$ cat src/rtl/cfg_acc_pkg.sv
package cfg_acc_pkg;

    localparam int SPACE_BYTES = 4096;
    localparam int LOW_BYTES   = 256;
    localparam int LANES       = 4;
    localparam int DATA_W      = LANES * 8;
    localparam int DW_W        = $clog2(SPACE_BYTES / LANES);
    localparam int LOW_LIMIT   = LOW_BYTES / LANES;

    typedef logic [DW_W-1:0]   dwaddr_t;
    typedef logic [LANES-1:0]  lanes_t;
    typedef logic [DATA_W-1:0] word_t;

    typedef enum logic [1:0] {
        AREA_LOW  = 2'd0,
        AREA_CFGA = 2'd1,
        AREA_EXT  = 2'd2
    } area_e;

    typedef struct packed {
        area_e area;
        logic  legal;
        logic  hit;
    } verdict_t;

    // Natural byte, aligned word or full dword patterns.
    function automatic logic natural_lanes(input lanes_t be);
        case (be)
            4'b0001, 4'b0010, 4'b0100, 4'b1000,
            4'b0011, 4'b1100, 4'b1111: natural_lanes = 1'b1;
            default:                   natural_lanes = 1'b0;
        endcase
    endfunction

    function automatic word_t lane_mask(input lanes_t be);
        word_t m;
        for (int i = 0; i < LANES; i++) begin
            m[i*8 +: 8] = {8{be[i]}};
        end
        return m;
    endfunction

endpackage

$ cat src/rtl/cfg_acc_decode.sv
module cfg_acc_decode
    import cfg_acc_pkg::*;
#(
    parameter int LOW_DW    = 8,
    parameter int EXT_DW    = 4,
    parameter int CFGADR_DW = 6,
    parameter int IDX_W     = $clog2(LOW_DW + EXT_DW)
) (
    input  logic       mmio,
    input  dwaddr_t    dw,
    input  lanes_t     be,
    output verdict_t   verdict,
    output logic [IDX_W-1:0] idx
);
    localparam dwaddr_t EXT_BASE = dwaddr_t'(LOW_LIMIT);
    localparam dwaddr_t CFGA     = dwaddr_t'(CFGADR_DW);
    localparam dwaddr_t LOW_TOP  = dwaddr_t'(LOW_DW);
    localparam dwaddr_t EXT_TOP  = dwaddr_t'(EXT_DW);

    dwaddr_t rel;

    always_comb begin
        rel         = dw - EXT_BASE;
        verdict     = '0;
        idx         = '0;
        if (dw >= EXT_BASE) begin
            verdict.area  = AREA_EXT;
            verdict.legal = mmio && (be == 4'b1111);
            verdict.hit   = rel < EXT_TOP;
            idx           = IDX_W'(LOW_DW) + IDX_W'(rel);
        end else if (dw == CFGA) begin
            verdict.area  = AREA_CFGA;
            verdict.legal = (be == 4'b1111);
            verdict.hit   = dw < LOW_TOP;
            idx           = IDX_W'(dw);
        end else begin
            verdict.area  = AREA_LOW;
            verdict.legal = natural_lanes(be);
            verdict.hit   = dw < LOW_TOP;
            idx           = IDX_W'(dw);
        end
    end

endmodule

$ cat config.mk
export PLATFORM = sky130hd
export DESIGN_NAME = cfg_acc_decode
export DESIGN_NICKNAME = d
export VERILOG_FILES = /design/src/rtl/cfg_acc_pkg.sv /design/src/rtl/cfg_acc_decode.sv
export SDC_FILE = /design/constraint.sdc
export NUM_CORES = 1
export LEC_CHECK = 0
export CORE_AREA = 4 4 41 43
export DETAILED_ROUTE_END_ITERATION = 10
export DIE_AREA = 0 0 45 47
export SLEW_MARGIN = 10
export SYNTH_ARGS = -nofsm -noshare
export SYNTH_HDL_FRONTEND = slang
export SYNTH_SLANG_ARGS = --single-unit
$ cat constraint.sdc
create_clock -name vclk -period 2.4
set_clock_uncertainty 0.1 [all_clocks]
set_input_delay 0.24 -clock vclk [all_inputs]
set_output_delay 0.24 -clock vclk [all_outputs]
set_load 0.005 [all_outputs]
Word level (Yosys, flattened, before mapping). Cells that the tools add are included.

Reductions and logical operators: 2. Add/subtract/negate cells: 2. Muxes and demuxes: 4. $lt $le $gt $ge: 3. Equality and inequality tests: 8.

Operator list (count): 4-bit equality test, second input constant (3); 10-bit by 3-bit equality test with 1-bit output, second input constant (1); 10-bit by 7-bit >= comparator with 1-bit output, second input constant (1); 10-bit by 3-bit < comparator with 1-bit output, second input constant (1); 10-bit by 4-bit < comparator with 1-bit output, second input constant (1); 10-bit by 7-bit subtractor with 10-bit output, second input constant (1); 4-bit by 2-bit equality test with 1-bit output, second input constant (2); 4-bit 2-to-1 mux (2); 7-bit OR reduction (1); 4-bit adder, first input constant (1); 4-bit by 1-bit equality test with 1-bit output, second input constant (1); 4-bit by 3-bit equality test with 1-bit output, second input constant (1); 3-bit 2-to-1 mux (1); 1-bit logical AND (1); 1-bit 2-to-1 mux (1).

Input bits: 15. Register bits: 0.

Depth between registers and ports, before layout.
Depth in word-level cells: 5. Depth in mapped cells: 5. Mapped depth without buffers: 4.

Least setup slack after synthesis. No wires, ideal clock.

Path kind: input-to-output. Start: in dw[8]. End: out verdict[1] in the netlist's numbering. Setup slack: 0.917 ns. Data arrival time: 1.143 ns. Data required time: 2.060 ns. Stages: 3. Cell sequence: or4_4 buf_6 o31ai_2.

RTL lines: start, declared (line cfg_acc_decode.sv:10) `input dwaddr_t dw,`; end, declared (line cfg_acc_decode.sv:12) `output verdict_t verdict,`.

Worst setup path after layout.
Start: in dw[6]. End: out idx[3].

Word-level cells in the longest chain between the ends: 2.

Ends and longest elaborated chain: 10-bit by 7-bit >= comparator with 1-bit output (line cfg_acc_decode.sv:26) `if (dw >= EXT_BASE) begin`; 4-bit 2-to-1 mux (line cfg_acc_decode.sv:26); end, declared (line cfg_acc_decode.sv:13) `output logic [IDX_W-1:0] idx`.

Every way passes these cells.

==> results.cfg <==
[outcome]
status = finished, final reports clean

[route]
avgViaCountPerCell = 4.18
totalWireLength_microns = 544
routed_wire_length_per_instance_microns = 9.71
ant_nets = 0
detail_route.drc_violations = 0
detailedRoute.firstPassIterationCount = 2
number_of_drc_violations_after_detailed_routing_iteration_0 = 2
via_count = 234

[global_route]
overflow = 0
number_of_antenna_violations_at_the_first_check_in_global_routing = 0
grt_use_total_pct = 4.41
grt_pass1_wl_microns = 745
grt_max_degree = 7
first_global_vias = 211

[pwr]
p_clk_share_pct = 0
internal_dissipation_w = 0.0000342
power.leakage_nw = 0.135
p_switching_w = 0.0000140
max-vdd-ir-drop_uv = 34.3
pwr-share-seq_pct = 0
comb_power_share_pct = 100.0
power_density_nw_per_um2 = 128
power.switching_fraction_pct = 29.0

[placement]
placement.setup.worst_slack_ns = -0.0275
gpl.final_weighted_congestion = 0.646
number_of_buffers_inserted_by_port_buffering = 23
hpwl_microns = 508

[synthesis]
yosys.area.top_type_share_pct = 14.1
synthesized_netlist_cell_count = 22
synthDominantAreaCellType = sky130_fd_sc_hd__buf_4
yosysWarnings = 0
synth_cell_area_sq_um = 160
syn_nets = 37
postSynthAreaPerCell_sq_um = 7.28
ys_top_cells_by_area = sky130_fd_sc_hd__buf_4 (14%), sky130_fd_sc_hd__a22oi_2 (7.8%), sky130_fd_sc_hd__and3_1 (7.8%)
synth-seq-area-share_pct = 0
synth_cell_type_count = 16

[setup_path]
timing.setup.critical_path_class = in2out
critical-path-max-stage-delay_ns = 0.60
critical-path-top-cell-by-count = sky130_fd_sc_hd__clkdlybuf4s50_1
cp_top_family = buffers and inverters
critPathCaptureType = output pin
cp_cell_sequence = clkdlybuf4s50_1 > or4_4 > xor2_1 > clkdlybuf4s50_1
timing.critical_path.required_ns = 2.06
critical_path_arrival_ns = 1.92
worst_setup_path_start_kind = primary input
timing.critical_path.buf_inv = 2
cp_max_fo = 6
crit_path_top_delay_cell = sky130_fd_sc_hd__or4_4

[die]
die_x_microns = 45
top_level_ports = 23
die-height_microns = 47
die_area_sq_um = 2120
num_rows = 13
initial_core_util_pct = 12.3
floorplan.core_area_sq_um = 1300

[cells_and_area]
num-nets-final = 58
multi_input_area_sq_um = 129
flops_and_latches = 0
number_of_diodes = 0
seq_area_sq_um = 0
clkbuf_count = 0
layout_cell_share_with_drive_strength_beyond_1_pct = 9.76
area_growth_pct = 135
layout.filler_cells = 159
mostFrequentLayoutCell = sky130_fd_sc_hd__clkdlybuf4s50_1
post-route-util_pct = 28.9
most-common-layout-cells = sky130_fd_sc_hd__clkdlybuf4s50_1 (22), sky130_fd_sc_hd__nor3_1 (2), sky130_fd_sc_hd__and3_1 (2), sky130_fd_sc_hd__nand2_1 (2)

[job]
maxCapViolCount = 0

[sta]
max_freq_mhz = 442
final_max_slew_viol_count = 0
finalCritPeriodShare_pct = 94.4
slew-limit-headroom_pct = 82.5
setup_viol = 0
final_number_of_hold_violating_endpoints = 0
rsz0062_at_grt = no
min_cycle_time_layout_ns = 2.26
actual_transition_at_the_worst_max_transition_pin_ns = 0.260
finalWorstSetupSlack_ns = 0.135
tns_ns = 0
fin_hold_ws_ns = 1.24

[clock_tree]
post_cts.repair.setup_buffers = 0

[worst_hold_path]
timing.hold.worst.class = in2out
[layer usage]
layer / part of all wire [%] / vias up / track usage, %
met5: 0 / - / 0
met4: 0 / 0 / 0
met3: 12 / 0 / 0.383
met2: 52 / 12 / 9.04
met1: 36 / 99 / 5.17
li1: - / 123 / -
[cell usage after synthesis (all sizes together)]
cell type and n:
a211oi 1, a22oi 1, and3 2, and4b 1
buf 4, nand2 2, nand4 1, nor2 2
nor2b 1, nor3 2, nor4 1, o21a 1
o31ai 1, or4 1, xor2 1
[worst paths after layout]
kind,endpoint,start,cells after the start
worst min-delay path,idx[0],dw[0],2
worst max-delay path,idx[3],dw[6],4
[cell type report]
type | count | share of cell area (%)
Multi-Input combinational cell | 18 | 34.2
Timing Repair Buffer | 23 | 60.8
Tap cell | 15 | 4.98
[power by group through the flow]
stage          Clock (W)  Sequential (W)  Combinational (W)
2_1_floorplan          0               0          0.0000145
3_3_place_gp           0               0          0.0000487
3_5_place_dp           0               0          0.0000489
4_1_cts                0               0          0.0000490
5_1_grt                0               0          0.0000514
6_report               0               0          0.0000482
[repair_timing]
item,4_1_cts,5_1_grt
hold buffers,0,0
endpoints found under the setup margin,1,0
gates resized for setup,2,0
[per-stage QoR]
stage / power (W) / instance area, sq um / std cells
6_report: 0.0000482 / 377 / 56
3_3_place_gp: 0.0000487 / 375 / 56
3_5_place_dp: 0.0000489 / 375 / 56
5_1_grt: 0.0000514 / 377 / 56
2_1_floorplan: 0.0000145 / 160 / 22
4_1_cts: 0.0000490 / 377 / 56
[kinds of logic (layout without fill, tap and decap cells)]
kind of cell              after synthesis  in the layout  share of synthesized area [%]
xor gates and xnor gates                1              1                           5.47
AOI/OAI and AO/OA                       4              4                           25.0
buffers and inverters                   4             23                           21.1
and+or+nand+nor                        13             13                           48.4
Note: power is estimated with default switching activity, not from simulation.
